`config.mk`:
```
export PLATFORM = sky130hd
export DESIGN_NAME = link_bringup_ctrl
export DESIGN_NICKNAME = d
export VERILOG_FILES = /design/src/rtl/lbc_pkg.sv /design/src/rtl/lbc_timer.sv /design/src/rtl/lbc_phy_port.sv /design/src/rtl/link_bringup_ctrl.sv
export SDC_FILE = /design/constraint.sdc
export NUM_CORES = 1
export LEC_CHECK = 0
export BUFFER_PORTS_ARGS = -buffer_cell sky130_fd_sc_hd__buf_4
export CORE_MARGIN = 2
export CORE_UTILIZATION = 40
export CTS_BUF_LIST = sky130_fd_sc_hd__clkbuf_8
export CTS_CLUSTER_SIZE = 8
export DETAILED_ROUTE_END_ITERATION = 7
export GPL_ROUTABILITY_DRIVEN = 0
export HOLD_SLACK_MARGIN = 0.03
export PLACE_DENSITY = 0.63
export SYNTH_ARGS = -nofsm -noshare
export SYNTH_HDL_FRONTEND = slang
export SYNTH_SLANG_ARGS = --single-unit
export TNS_END_PERCENT = 1
```
`constraint.sdc`:
```
create_clock -name clk -period 5.5 [get_ports clk]
set_clock_uncertainty 0.1 [all_clocks]
set_input_delay 0.55 -clock clk [delete_from_list [all_inputs] [get_ports clk]]
set_output_delay 0.55 -clock clk [all_outputs]
set_load 0.05 [all_outputs]
```
`src/rtl/lbc_pkg.sv`:
```
package lbc_pkg;
    typedef enum logic [3:0] {
        S_IDLE,
        S_CAP,
        S_WAIT1,
        S_RAISE,
        S_POLL,
        S_RELINK,
        S_REC_RD1,
        S_REC_WR1,
        S_REC_HOLD,
        S_REC_RD2,
        S_REC_WR2
    } lbc_state_e;

    localparam logic [3:0]  LBC_GEN1     = 4'd1;
    localparam logic [3:0]  LBC_GEN2     = 4'd2;
    localparam logic [15:0] LBC_RX_FORCE = 16'h0028;
endpackage

```
`src/rtl/lbc_timer.sv`:
```
module lbc_timer #(
    parameter int W = 8
) (
    input  logic         clk,
    input  logic         rst_n,
    input  logic         load_i,
    input  logic [W-1:0] val_i,
    output logic         zero_o
);
    logic [W-1:0] cnt_q;

    always_ff @(posedge clk) begin
        if (!rst_n) begin
            cnt_q <= '0;
        end else if (load_i) begin
            cnt_q <= val_i;
        end else if (cnt_q != '0) begin
            cnt_q <= cnt_q - 1'b1;
        end
    end

    assign zero_o = (cnt_q == '0);
endmodule

```
`src/rtl/lbc_phy_port.sv`:
```
module lbc_phy_port #(
    parameter int          AW   = 16,
    parameter int          DW   = 16,
    parameter logic [AW-1:0] ADDR = 16'h1005
) (
    input  logic          clk,
    input  logic          rst_n,
    input  logic          go_i,
    input  logic          we_i,
    input  logic [DW-1:0] wdata_i,
    input  logic          ack_i,
    input  logic [DW-1:0] rdata_i,
    output logic          req_o,
    output logic          we_o,
    output logic [AW-1:0] addr_o,
    output logic [DW-1:0] wdata_o,
    output logic          done_o,
    output logic [DW-1:0] rdata_o
);
    logic          req_q, we_q, done_q;
    logic [DW-1:0] wd_q, rd_q;

    always_ff @(posedge clk) begin
        if (!rst_n) begin
            req_q  <= 1'b0;
            we_q   <= 1'b0;
            wd_q   <= '0;
            rd_q   <= '0;
            done_q <= 1'b0;
        end else begin
            done_q <= 1'b0;
            if (req_q) begin
                if (ack_i) begin
                    req_q  <= 1'b0;
                    done_q <= 1'b1;
                    rd_q   <= rdata_i;
                end
            end else if (go_i) begin
                req_q <= 1'b1;
                we_q  <= we_i;
                wd_q  <= wdata_i;
            end
        end
    end

    assign req_o   = req_q;
    assign we_o    = we_q;
    assign addr_o  = ADDR;
    assign wdata_o = wd_q;
    assign done_o  = done_q;
    assign rdata_o = rd_q;

    AST_REQ_HELD: assert property (@(posedge clk) disable iff (!rst_n)
        req_o && !ack_i |=> req_o && $stable(we_o) && $stable(wdata_o));
    AST_ONE_OUTSTANDING: assert property (@(posedge clk) disable iff (!rst_n)
        go_i |-> !req_o);
endmodule

```
`src/rtl/link_bringup_ctrl.sv`:
```
module link_bringup_ctrl
    import lbc_pkg::*;
#(
    parameter int            LINK_TIMEOUT = 20000,
    parameter int            POLL_MAX     = 200,
    parameter int            POLL_GAP     = 25000,
    parameter int            REC_HOLD     = 500000,
    parameter logic [15:0]   RX_OVRD_ADDR = 16'h1005
) (
    input  logic        clk,
    input  logic        rst_n,
    input  logic        start_i,
    input  logic        target_gen2_i,
    input  logic        skip_spd_wait_i,
    input  logic        link_up_i,
    input  logic        in_training_i,
    input  logic        spd_busy_i,
    input  logic [3:0]  link_speed_i,
    output logic [3:0]  max_speed_o,
    output logic        train_en_o,
    output logic        spd_chg_req_o,
    output logic        phy_req_o,
    output logic        phy_we_o,
    output logic [15:0] phy_addr_o,
    output logic [15:0] phy_wdata_o,
    input  logic        phy_ack_i,
    input  logic [15:0] phy_rdata_i,
    output logic        done_o,
    output logic        fail_o,
    output logic [3:0]  cur_speed_o
);
    localparam int TMAX1 = (LINK_TIMEOUT > POLL_GAP) ? LINK_TIMEOUT : POLL_GAP;
    localparam int TMAX  = (TMAX1 > REC_HOLD) ? TMAX1 : REC_HOLD;
    localparam int TW    = $clog2(TMAX + 1);
    localparam int PW    = $clog2(POLL_MAX + 1);

    lbc_state_e    state_q, state_d;
    logic          tmr_load, tmr_zero;
    logic [TW-1:0] tmr_val;
    logic          go, go_we, op_done;
    logic [15:0]   go_wd, op_rdata, shadow_q, shadow_d;
    logic          fin_ok, fin_fail, poll_inc, poll_clr;
    logic [PW-1:0] poll_q;
    logic          gen2_q, skip_q, link_ok;
    logic [3:0]    max_q, cur_q;
    logic          train_q, req_q, done_q, fail_q;

    assign link_ok = link_up_i & ~in_training_i;

    lbc_timer #(.W(TW)) tmr_i (
        .clk(clk), .rst_n(rst_n), .load_i(tmr_load), .val_i(tmr_val), .zero_o(tmr_zero)
    );

    lbc_phy_port #(.AW(16), .DW(16), .ADDR(RX_OVRD_ADDR)) port_i (
        .clk(clk), .rst_n(rst_n), .go_i(go), .we_i(go_we), .wdata_i(go_wd),
        .ack_i(phy_ack_i), .rdata_i(phy_rdata_i), .req_o(phy_req_o), .we_o(phy_we_o),
        .addr_o(phy_addr_o), .wdata_o(phy_wdata_o), .done_o(op_done), .rdata_o(op_rdata)
    );

    // next state and strobes
    always_comb begin
        state_d  = state_q;
        tmr_load = 1'b0;
        tmr_val  = '0;
        go       = 1'b0;
        go_we    = 1'b0;
        shadow_d = shadow_q;
        go_wd    = shadow_q;
        fin_ok   = 1'b0;
        fin_fail = 1'b0;
        poll_inc = 1'b0;
        poll_clr = 1'b0;
        unique case (state_q)
            S_IDLE: if (start_i) state_d = S_CAP;
            S_CAP: begin
                state_d  = S_WAIT1;
                tmr_load = 1'b1;
                tmr_val  = TW'(LINK_TIMEOUT);
            end
            S_WAIT1: begin
                if (link_ok) begin
                    if (gen2_q) begin
                        state_d = S_RAISE;
                    end else begin
                        state_d = S_IDLE;
                        fin_ok  = 1'b1;
                    end
                end else if (tmr_zero) begin
                    state_d = S_REC_RD1;
                    go      = 1'b1;
                end
            end
            S_RAISE: begin
                tmr_load = 1'b1;
                if (skip_q) begin
                    state_d = S_RELINK;
                    tmr_val = TW'(LINK_TIMEOUT);
                end else begin
                    state_d  = S_POLL;
                    tmr_val  = TW'(POLL_GAP);
                    poll_clr = 1'b1;
                end
            end
            S_POLL: begin
                if (tmr_zero) begin
                    tmr_load = 1'b1;
                    if (!spd_busy_i) begin
                        state_d = S_RELINK;
                        tmr_val = TW'(LINK_TIMEOUT);
                    end else if (poll_q == PW'(POLL_MAX - 1)) begin
                        state_d = S_REC_RD1;
                        go      = 1'b1;
                    end else begin
                        poll_inc = 1'b1;
                        tmr_val  = TW'(POLL_GAP);
                    end
                end
            end
            S_RELINK: begin
                if (link_ok) begin
                    state_d = S_IDLE;
                    fin_ok  = 1'b1;
                end else if (tmr_zero) begin
                    state_d = S_REC_RD1;
                    go      = 1'b1;
                end
            end
            S_REC_RD1: if (op_done) begin
                shadow_d = op_rdata | LBC_RX_FORCE;
                go_wd    = shadow_d;
                go       = 1'b1;
                go_we    = 1'b1;
                state_d  = S_REC_WR1;
            end
            S_REC_WR1: if (op_done) begin
                state_d  = S_REC_HOLD;
                tmr_load = 1'b1;
                tmr_val  = TW'(REC_HOLD);
            end
            S_REC_HOLD: if (tmr_zero) begin
                state_d = S_REC_RD2;
                go      = 1'b1;
            end
            S_REC_RD2: if (op_done) begin
                shadow_d = op_rdata & ~LBC_RX_FORCE;
                go_wd    = shadow_d;
                go       = 1'b1;
                go_we    = 1'b1;
                state_d  = S_REC_WR2;
            end
            S_REC_WR2: if (op_done) begin
                state_d  = S_IDLE;
                fin_fail = 1'b1;
            end
            default: state_d = S_IDLE;
        endcase
    end

    always_ff @(posedge clk) begin
        if (!rst_n) state_q <= S_IDLE;
        else        state_q <= state_d;
    end

    // registered outputs and datapath
    always_ff @(posedge clk) begin
        if (!rst_n) begin
            max_q    <= LBC_GEN1;
            train_q  <= 1'b0;
            req_q    <= 1'b0;
            done_q   <= 1'b0;
            fail_q   <= 1'b0;
            cur_q    <= '0;
            gen2_q   <= 1'b0;
            skip_q   <= 1'b0;
            poll_q   <= '0;
            shadow_q <= '0;
        end else begin
            done_q   <= fin_ok | fin_fail;
            req_q    <= (state_q == S_WAIT1) && (state_d == S_RAISE);
            shadow_q <= shadow_d;
            if (state_q == S_IDLE && start_i) begin
                max_q  <= LBC_GEN1;
                fail_q <= 1'b0;
                cur_q  <= '0;
                gen2_q <= target_gen2_i;
                skip_q <= skip_spd_wait_i;
            end
            if (state_q == S_CAP) train_q <= 1'b1;
            if (state_q == S_WAIT1 && state_d == S_RAISE) max_q <= LBC_GEN2;
            if (state_d == S_REC_RD1 && state_q != S_REC_RD1) train_q <= 1'b0;
            if (fin_ok)   cur_q  <= link_speed_i;
            if (fin_fail) fail_q <= 1'b1;
            if (poll_clr)      poll_q <= '0;
            else if (poll_inc) poll_q <= poll_q + 1'b1;
        end
    end

    assign max_speed_o   = max_q;
    assign train_en_o    = train_q;
    assign spd_chg_req_o = req_q;
    assign done_o        = done_q;
    assign fail_o        = fail_q;
    assign cur_speed_o   = cur_q;

    AST_CAP_AT_TRAIN: assert property (@(posedge clk) disable iff (!rst_n)
        $rose(train_en_o) |-> max_speed_o == LBC_GEN1);
    AST_REQ_WITH_CAP2: assert property (@(posedge clk) disable iff (!rst_n)
        spd_chg_req_o |-> max_speed_o == LBC_GEN2);
    AST_REQ_SINGLE: assert property (@(posedge clk) disable iff (!rst_n)
        spd_chg_req_o |=> !spd_chg_req_o);
    AST_NO_TRAIN_IN_RECOVERY: assert property (@(posedge clk) disable iff (!rst_n)
        phy_req_o |-> !train_en_o);
    AST_FAIL_SPEED_ZERO: assert property (@(posedge clk) disable iff (!rst_n)
        done_o && fail_o |-> cur_speed_o == 4'd0);
    AST_DONE_PULSE: assert property (@(posedge clk) disable iff (!rst_n)
        done_o |=> !done_o);
endmodule

```
==> results.yml, run 1 <==
clocking:
  cts_tree: "done"
  cts_buffer_depth: 2
  cts.sinks: 92
  cts_inserted_buffers: 9
  cts-root-buf: "clkbuf_8"
  cts_post_setup_buffers_inserted: 0
  clk_latency_ns: 0.37
  htreeDepth: 3
  path_clk_slew_ns: 0.09
  cts_hold_buf: 0
  cts-resized-gates: 0
power:
  peakVddDrop_mv: 0.157
  p_int_mw: 1.19
  power_density_nw_per_um2: 379
  p_sw_frac: 0.374
  power_frac_seq: 0.426
  p_sw_mw: 0.709
  leakage_nw: 2.05
  clockPowerShare: 0.254
  comb_power_share: 0.321
timing:
  fin_setup_tns_ns: 0
  fmax_ghz: 0.273
  finalMaxSlewViolations: 0
  max_slew_margin: 0.229
  finalSetupViolations: 0
  period_needed_ns: 3.67
  rsz0062_at_grt: "no"
  finalHoldViolCount: 0
  worst_pin_slew_ns: 1.16
  finalCritPeriodShare: 0.667
synthesis:
  synth.cells.most_frequent: "dfxtp_1, nand2_1, nor2_1, a21oi_1, clkbuf_1"
  synth.top_cell.area_share: 0.421
  synth.distinct_cells: 63
  synth-xor-area-share: 0.0280
  synth_compound_area_frac: 0.157
  yosys_warnings: 0
  yosysMostFrequentCell: "dfxtp_1"
  synth_seq_cells: 92
  synth_top_area_cell: "dfxtp_1"
  synthSimpleGateAreaFrac: 0.232
  synth_edf_count: 0
  yosys-mux-area-fraction: 0.0903
  synthAdderAreaFrac: 0.00571
  synthesis.area_um2: 4380
  avgSynthCellArea_um2: 8.81
  netlist_instances: 497
  synth_top_family_by_area: "simple AND/OR/NAND/NOR gates"
  async_flop_share: 0
  seq_area_frac_synth: 0.421
  synth_ff_type: "dfxtp_1"
  synthTopCellsByArea: "dfxtp_1, nand2_1, nor2_1, a21oi_1, mux2i_1"
layout:
  nFillCells: 1072
  fin_area_um2: 5000
  final_cells: 681
  diodes: 0
  fin_nets: 567
  syn_to_final_growth_pct: 14.1
  final_layout_size_suffix_gt1_frac: 0.190
grt:
  grt.total_usage: 0.171
  grt_pass1_vias: 3296
  grt_pass1_wl_um: 15900
  grt_max_degree: 46
  grt-ovfl-total: 0
  antenna_found_initial: 0
placed_design:
  dpl.hpwl_um: 6350
  portBuffers: 54
  place_inst: 665
  place_area_um2: 4790
critical_path:
  worstPathCellList: "nor4b_1 -> a31oi_1 -> a221oi_4 -> mux2_2"
  critPathMaxStageDelay_ns: 1.03
  slowest_stage: "a221oi_4"
  crit_path_end_kind: "register"
  arrival_ns: 3.83
  cp_max_fo: 24
  required_ns: 5.66
  worstSetupPathType: "register to register"
  worstSetupStartpointType: "register"
route:
  drc_errors: 0
  wl_um: 9450
  drt-initial-drc-count: 145
  ant_nets: 0
  vias: 3586
  routedWlPerCell_um: 13.9
  firstDrtPassIters: 4
  viasPerCell: 5.27
die:
  die_h_um: 109
  floorplan.rows: 38
  io_pins: 75
  core_area_um2: 10700
  die_width_um: 109
  die_area_um2: 11800
  initial_core_util: 0.408
run_status:
  status: "complete, no violations"
worst_hold_path:
  hp-class: "input port to register"
flow_run:
  maxCapViolCount: 0
==> critical path, delay by kind of cell (launching register included) <==
family             cells  cell delay, ns
and+or+nand+nor        1            0.87
DFF                    1            0.78
AOI/OAI and AO/OA      2            1.39
muxes                  1            0.42
==> per-layer routing <==
layer	GRT usage	wire, um	vias up
met4	0.0696	146	0
met3	0.0359	397	14
met1	0.227	4470	1710
met5	0	0	-
met2	0.272	4440	69
li1	-	-	1793
==> sequential cells by signal, summed over array words and instances, names as in the netlist <==
name            cells
cur_speed_o         4
port_i.wdata_o     16
skip_q              1
train_en_o          1
max_speed_o         2
port_i.done_o       1
poll_q              8
port_i.rdata_o     14
spd_chg_req_o       1
gen2_q              1
state_q             4
done_o              1
port_i.req_o        1
fail_o              1
tmr_i.cnt_q        19
shadow_q           16
port_i.we_o         1
==> placed cells by master, fill, tap and decap left out, types with 4 or more instances in the layout <==
| master | count |
|---|---|
| o21a_1 | 10 |
| mux2_2 | 8 |
| a21oi_1 | 37 |
| conb_1 | 18 |
| nand2_1 | 52 |
| buf_4 | 57 |
| xor2_1 | 6 |
| nor3_1 | 14 |
| o21ai_0 | 10 |
| nor4_1 | 5 |
| a211oi_1 | 4 |
| mux2_4 | 9 |
| a31oi_1 | 7 |
| nor2_1 | 52 |
| mux2i_1 | 17 |
| o31a_1 | 5 |
| nand4_1 | 5 |
| or3_1 | 4 |
| nor2b_1 | 5 |
| nand2b_1 | 5 |
| inv_1 | 7 |
| clkbuf_8 | 9 |
| and2_1 | 21 |
| dfxtp_1 | 92 |
| xnor2_1 | 8 |
| nand3_1 | 8 |
==> cells by family after synthesis <==
group / Yosys count
and+or+nand+nor: 199
DFF: 92
other: 2
AOI/OAI and AO/OA: 101
buffers and inverters: 53
muxes: 34
xor gates and xnor gates: 14
adders and majority gates: 2
==> power groups by stage <==
stage	registers (mW)	clock network, mW	logic, mW
CTS	0.806	0.492	0.611
global placement	0.818	0	0.599
finish	0.807	0.481	0.608
floorplan	0.802	0	0.510
global route	0.819	0.519	0.684
detailed placement	0.820	0	0.609
==> final timing paths <==
| check | cells after the start | end | start | slack, ns |
|---|---|---|---|---|
| max reg2reg | 4 | port_i.wdata_o[2] | state_q[2] | 1.83 |
| max | 4 | port_i.wdata_o[2] | state_q[2] | 1.83 |
| min | 3 | gen2_q | target_gen2_i | 0.31 |
| min reg2reg | 2 | port_i.rdata_o[15] | port_i.rdata_o[15] | 0.36 |
==> final cells by class <==
| class | count | area, um2 | area share |
|---|---|---|---|
| clock buffers | 9 | 124 | 0.0248 |
| clock inverters | 7 | 81.3 | 0.0163 |
| inverters | 8 | 30.0 | 0.00601 |
| multi-input cells | 368 | 2320 | 0.464 |
| flip-flops and latches | 92 | 1840 | 0.369 |
| well taps | 140 | 175 | 0.0351 |
| repair buffers | 57 | 428 | 0.0856 |
==> stage by stage <==
step / util / power (mW) / setup slack, ns / hold WS, ns
2_1_floorplan: - / 1.31 / 2.73 / 0.336
3_3_place_gp: 0.446 / 1.42 / 1.91 / 0.342
3_5_place_dp: 0.446 / 1.43 / 1.80 / 0.347
4_1_cts: 0.465 / 1.91 / 1.83 / 0.296
5_1_grt: 0.465 / 2.02 / 1.46 / 0.316
6_report: 0.465 / 1.90 / 1.83 / 0.308
Note: power is estimated with default switching activity, not from simulation.
==> run 2: changes to the inputs <==
PLACE_DENSITY = 0.65   (was 0.63)
clock period = 3.1 ns   (was 5.5 ns; I/O delays follow)
==> run 2 against run 1 <==
Net effect: register-to-register slack worse by 1.4 ns; final area is 3.3% higher; hold slack worse by 0.25 ns; non-clock buffer count is 17 higher; highest routed layer unchanged.
==> results.yml, run 2 (synthesis gave the netlist of run 1 again) <==
route:
  routedWlPerCell_um: 14.4
  firstDrtPassIters: 6
  drt-initial-drc-count: 137
  vias: 3700
  viasPerCell: 5.30
  drc_errors: 0
  wl_um: 10000
  ant_nets: 0
grt:
  grt_max_degree: 32
  grt_pass1_wl_um: 16600
  grt_pass1_vias: 3400
  antenna_found_initial: 0
  grt.total_usage: 0.178
  grt-ovfl-total: 0
run_status:
  status: "complete, no violations"
layout:
  seq_area_um2: 1840
  final_layout_size_suffix_gt1_frac: 0.215
  final_common_cell: "dfxtp_1"
  multiInputGateArea_um2: 2320
  fin_area_um2: 5160
  diodes: 0
  final_cells: 698
  nFillCells: 1040
  largest_register_ffs: 19
  post-route-util: 0.480
  fin_nets: 584
  largest-register: "tmr_i.cnt_q"
  final_cell_mix: "dfxtp_1, buf_4, nand2_1, nor2_1, a21oi_1"
  syn_to_final_growth_pct: 17.8
critical_path:
  required_ns: 3.27
  critPathMaxStageDelay_ns: 0.55
  worstPathCellList: "or4_4 -> or2_1 -> or3_4 -> a221oi_4 -> buf_12 -> mux2_2"
  crit_path_end_kind: "register"
  critPathTopFamily: "simple AND/OR/NAND/NOR gates"
  cp.buffers_inverters: 1
  cp_max_fo: 17
  arrival_ns: 2.85
  slowest_stage: "or4_4"
  worstSetupStartpointType: "register"
  worstSetupPathType: "register to register"
timing:
  fmax_ghz: 0.374
  finalCritPeriodShare: 0.863
  finalMaxSlewViolations: 0
  finalSetupViolations: 0
  worst_pin_slew_ns: 0.777
  fin_setup_tns_ns: 0
  period_needed_ns: 2.68
  max_slew_margin: 0.482
  finalHoldViolCount: 0
  rsz0062_at_grt: "no"
die:
  core_area_um2: 10700
  die_area_um2: 11800
  die_width_um: 109
  floorplan.rows: 38
  initial_core_util: 0.408
  io_pins: 75
  die_h_um: 109
placed_design:
  place_area_um2: 4930
  portBuffers: 54
  dpl.hpwl_um: 6870
  place_inst: 682
clocking:
  cts_tree: "done"
  clk_latency_ns: 0.38
  cts_hold_buf: 0
  cts_inserted_buffers: 9
  path_clk_slew_ns: 0.10
  cts-root-buf: "clkbuf_8"
  cts-resized-gates: 0
  cts.sinks: 92
  htreeDepth: 3
  cts_buffer_depth: 2
  cts_post_setup_buffers_inserted: 0
power:
  peakVddDrop_mv: 0.346
  power_density_nw_per_um2: 695
  leakage_nw: 2.15
flow_run:
  maxCapViolCount: 0
worst_hold_path:
  hp-class: "input port to register"
## run 2: cell types whose count changed in the layout (fill, tap and decap cells not counted)
cell and change:
buf_12 +1, inv_6 -1, bufinv_16 +1, clkinv_2 -1, clkinvlp_4 +1, buf_4 +16
## run 2: worst paths after layout
path | from | end | slack, ns | cells past startpoint
max | tmr_i.cnt_q[11] | port_i.wdata_o[5] | 0.42 | 6
min | skip_spd_wait_i | skip_q | 0.06 | 3
max reg2reg | tmr_i.cnt_q[11] | port_i.wdata_o[5] | 0.42 | 6
min reg2reg | port_i.rdata_o[2] | port_i.rdata_o[2] | 0.36 | 2
## run 2: worst register-to-register path: cells and delay by family, from the launching register on
| family | cells | cell delay (ns) |
|---|---|---|
| compound gates | 1 | 0.32 |
| buf+inv | 1 | 0.22 |
| flops | 1 | 0.36 |
| mux | 1 | 0.36 |
| simple gates | 3 | 1.23 |
## run 2: stage by stage
stage	hold WS, ns	power [mW]	worst slack, ns
2_1_floorplan	0.336	2.33	0.330
3_3_place_gp	0.344	2.63	0.420
3_5_place_dp	0.347	2.65	0.430
4_1_cts	0.0492	3.59	0.420
5_1_grt	0.0577	3.79	0.268
6_report	0.0558	3.59	0.424
## run 2: area by class of cell
| class | instances | share of cell area |
|---|---|---|
| multi-input combinational | 368 | 0.449 |
| sequential | 92 | 0.357 |
| timing repair buffer | 74 | 0.110 |
| tap | 140 | 0.0339 |
| clock buffer | 9 | 0.0240 |
| clock inverter | 7 | 0.0204 |
| inverter | 8 | 0.00582 |
## run 2: routing by layer
layer	vias up	share of wire	track usage	routed length (um)
met5	-	0	0	0
met4	0	0.020	0.0797	200
met1	1766	0.46	0.232	4620
li1	1829	-	-	-
met2	86	0.48	0.281	4780
met3	19	0.042	0.0424	426
## run 2: power by group
| part | total, mW | switching (mW) | internal (mW) |
|---|---|---|---|
| sequential | 1.41 | 0.118 | 1.29 |
| clock | 0.929 | 0.462 | 0.467 |
| combinational | 1.25 | 0.727 | 0.522 |
| total | 3.59 | 1.31 | 2.28 |
==> run 3: changes to the inputs <==
PLACE_DENSITY = 0.63   (was 0.65)
clock period = 2.6 ns   (was 3.1 ns; I/O delays follow)
==> run 3 against run 2 <==
Net effect: global-route usage increased by 0.068 points; clock power is 16% higher; sequential share of layout area fell by 1.4 points; critical path depth stayed put; hold slack worse by 0.0089 ns; first-iteration DRC count grew 18%; register-to-register slack got worse by 0.41 ns.
==> results.yml, run 3 (synthesis gave the netlist of run 1 again) <==
route:
  topRoutingLayerUsed: "met4"
  ant_nets: 0
  wl_um: 9980
  wl_met1_um: 4770
  firstDrtPassIters: 4
  drt-initial-drc-count: 162
  routedWlPerCell_um: 13.9
  vias: 3691
  viasPerCell: 5.13
  drc_errors: 0
  wl_met3_um: 374
  wl_met2_um: 4680
worst_hold_path:
  min_to: "cur_speed_o[0]"
  hold_depth: 3
  hp-class: "input port to register"
  min_from: "link_speed_i[0]"
layout:
  final_common_cell: "dfxtp_1"
  largest-register: "tmr_i.cnt_q"
  largest_register_ffs: 19
  syn_to_final_growth_pct: 22.9
  fin_nets: 606
  diodes: 0
  final_cell_mix: "dfxtp_1, buf_4, nand2_1, nor2_1, a21oi_1"
  final_layout_size_suffix_gt1_frac: 0.219
timing:
  fmax_ghz: 0.387
  max_slew_margin: 0.501
  finalSetupViolations: 0
  fin_setup_tns_ns: 0
  worst_pin_slew_ns: 0.746
  finalMaxSlewViolations: 0
  finalCritPeriodShare: 0.993
  fin_ws_ns: 0.0180
  finalHoldViolCount: 0
  period_needed_ns: 2.58
  rsz0062_at_grt: "yes"
grt:
  grt.total_usage: 0.179
  grt_max_degree: 42
  grt-ovfl-total: 0
  grt_pass1_wl_um: 16700
  grt_pass1_vias: 3479
  antenna_found_initial: 0
critical_path:
  startpoint: "tmr_i.cnt_q[11]"
  r2r_slack_ns: 0.02
  worstSetupStartpointType: "register"
  crit_path_end_kind: "register"
  reg2reg_from: "tmr_i.cnt_q[11]"
  worstSetupPathType: "register to register"
  required_ns: 2.76
  cp_max_fo: 17
  r2r_end: "port_i.wdata_o[1]"
  arrival_ns: 2.74
  reg2regPathDepth: 6
clocking:
  htreeDepth: 3
  cts-root-buf: "clkbuf_8"
  cts.sinks: 92
  clk_latency_ns: 0.37
  cts_buffer_depth: 2
  cts_tree: "done"
  cts_inserted_buffers: 9
  path_clk_slew_ns: 0.09
power:
  leakage_nw: 2.25
  peakVddDrop_mv: 0.428
  power_density_nw_per_um2: 805
die:
  core_area_um2: 10700
  io_pins: 75
  die_h_um: 109
  die_width_um: 109
  floorplan.rows: 38
  die_area_um2: 11800
  initial_core_util: 0.408
flow_run:
  maxCapViolCount: 0
placed_design:
  dpl.hpwl_um: 6810
  post-place-ws_ns: 0.0253
  portBuffers: 54
run_status:
  status: "complete, no violations"
==> run 3: changes by cell type in the layout (fill, tap and decap cells not counted) <==
cell and change:
buf_12 +1, buf_4 +5, dfxtp_1 -1, dfxtp_2 +1, dlygate4sd3_1 +16, inv_1 +1
inv_6 -1, nor4_1 -1, nor4_2 +1
==> run 3: through the flow <==
| stage | hold WS, ns | total power [mW] | instances | instance area, um2 | utilization |
|---|---|---|---|---|---|
| after floorplan | 0.296 | 2.77 | 513 | 4440 | - |
| after global placement | 0.343 | 3.22 | 688 | 4990 | 0.464 |
| after detailed placement | 0.347 | 3.24 | 688 | 4990 | 0.464 |
| after CTS | 0.0318 | 4.35 | 720 | 5370 | 0.500 |
| after global routing | 0.0337 | 4.61 | 720 | 5380 | 0.501 |
| final | 0.0470 | 4.33 | 720 | 5380 | 0.501 |
==> run 3: worst max-delay path by stage <==
stage	endpoint	slack [ns]	cells after the start
floorplan	port_i.wdata_o[10]	-0.17	7
global placement	port_i.wdata_o[2]	0.03	6
detailed placement	port_i.wdata_o[6]	0.03	6
CTS	port_i.wdata_o[6]	-0.0005	6
global route	port_i.wdata_o[6]	-0.07	6
finish	port_i.wdata_o[1]	0.02	6
==> run 3: report_power, final <==
group	leakage (nW)	switching (mW)	internal [mW]	total [mW]
logic	1.39	0.872	0.704	1.58
clock network	0.113	0.528	0.550	1.08
registers	0.745	0.135	1.54	1.68
total	2.25	1.53	2.79	4.33
==> run 3: worst max-delay path: stages, from the launching register on <==
cell and delay, ns:
dfxtp_2 0.33, or4_4 0.54, or2_1 0.24, or3_4 0.40, a221oi_4 0.31, buf_12 0.21
mux2_2 0.35
==> run 3: layer usage <==
| layer | GRT usage | up-vias |
|---|---|---|
| met5 | 0 | - |
| met3 | 0.0359 | 11 |
| met4 | 0.0788 | 0 |
| li1 | - | 1872 |
| met1 | 0.238 | 1736 |
| met2 | 0.282 | 72 |
==> run 3: final cells by class <==
type                    count  area (um2)
clock inverters             7         100
repair buffers             96         786
well taps                 140         175
multi-input cells         368        2320
inverters                   8        30.0
clock buffers               9         124
fillers                  1021        5370
flip-flops and latches     92        1840
==> run 3: repair_timing <==
item                                   in CTS  in global routing
hold buffers                               16                  0
pin swaps                                   0                  0
gates resized for setup                     0                  2
buffers inserted                            0                  0
setup endpoints to repair                   1                 17
endpoints found under the hold margin      16                  0
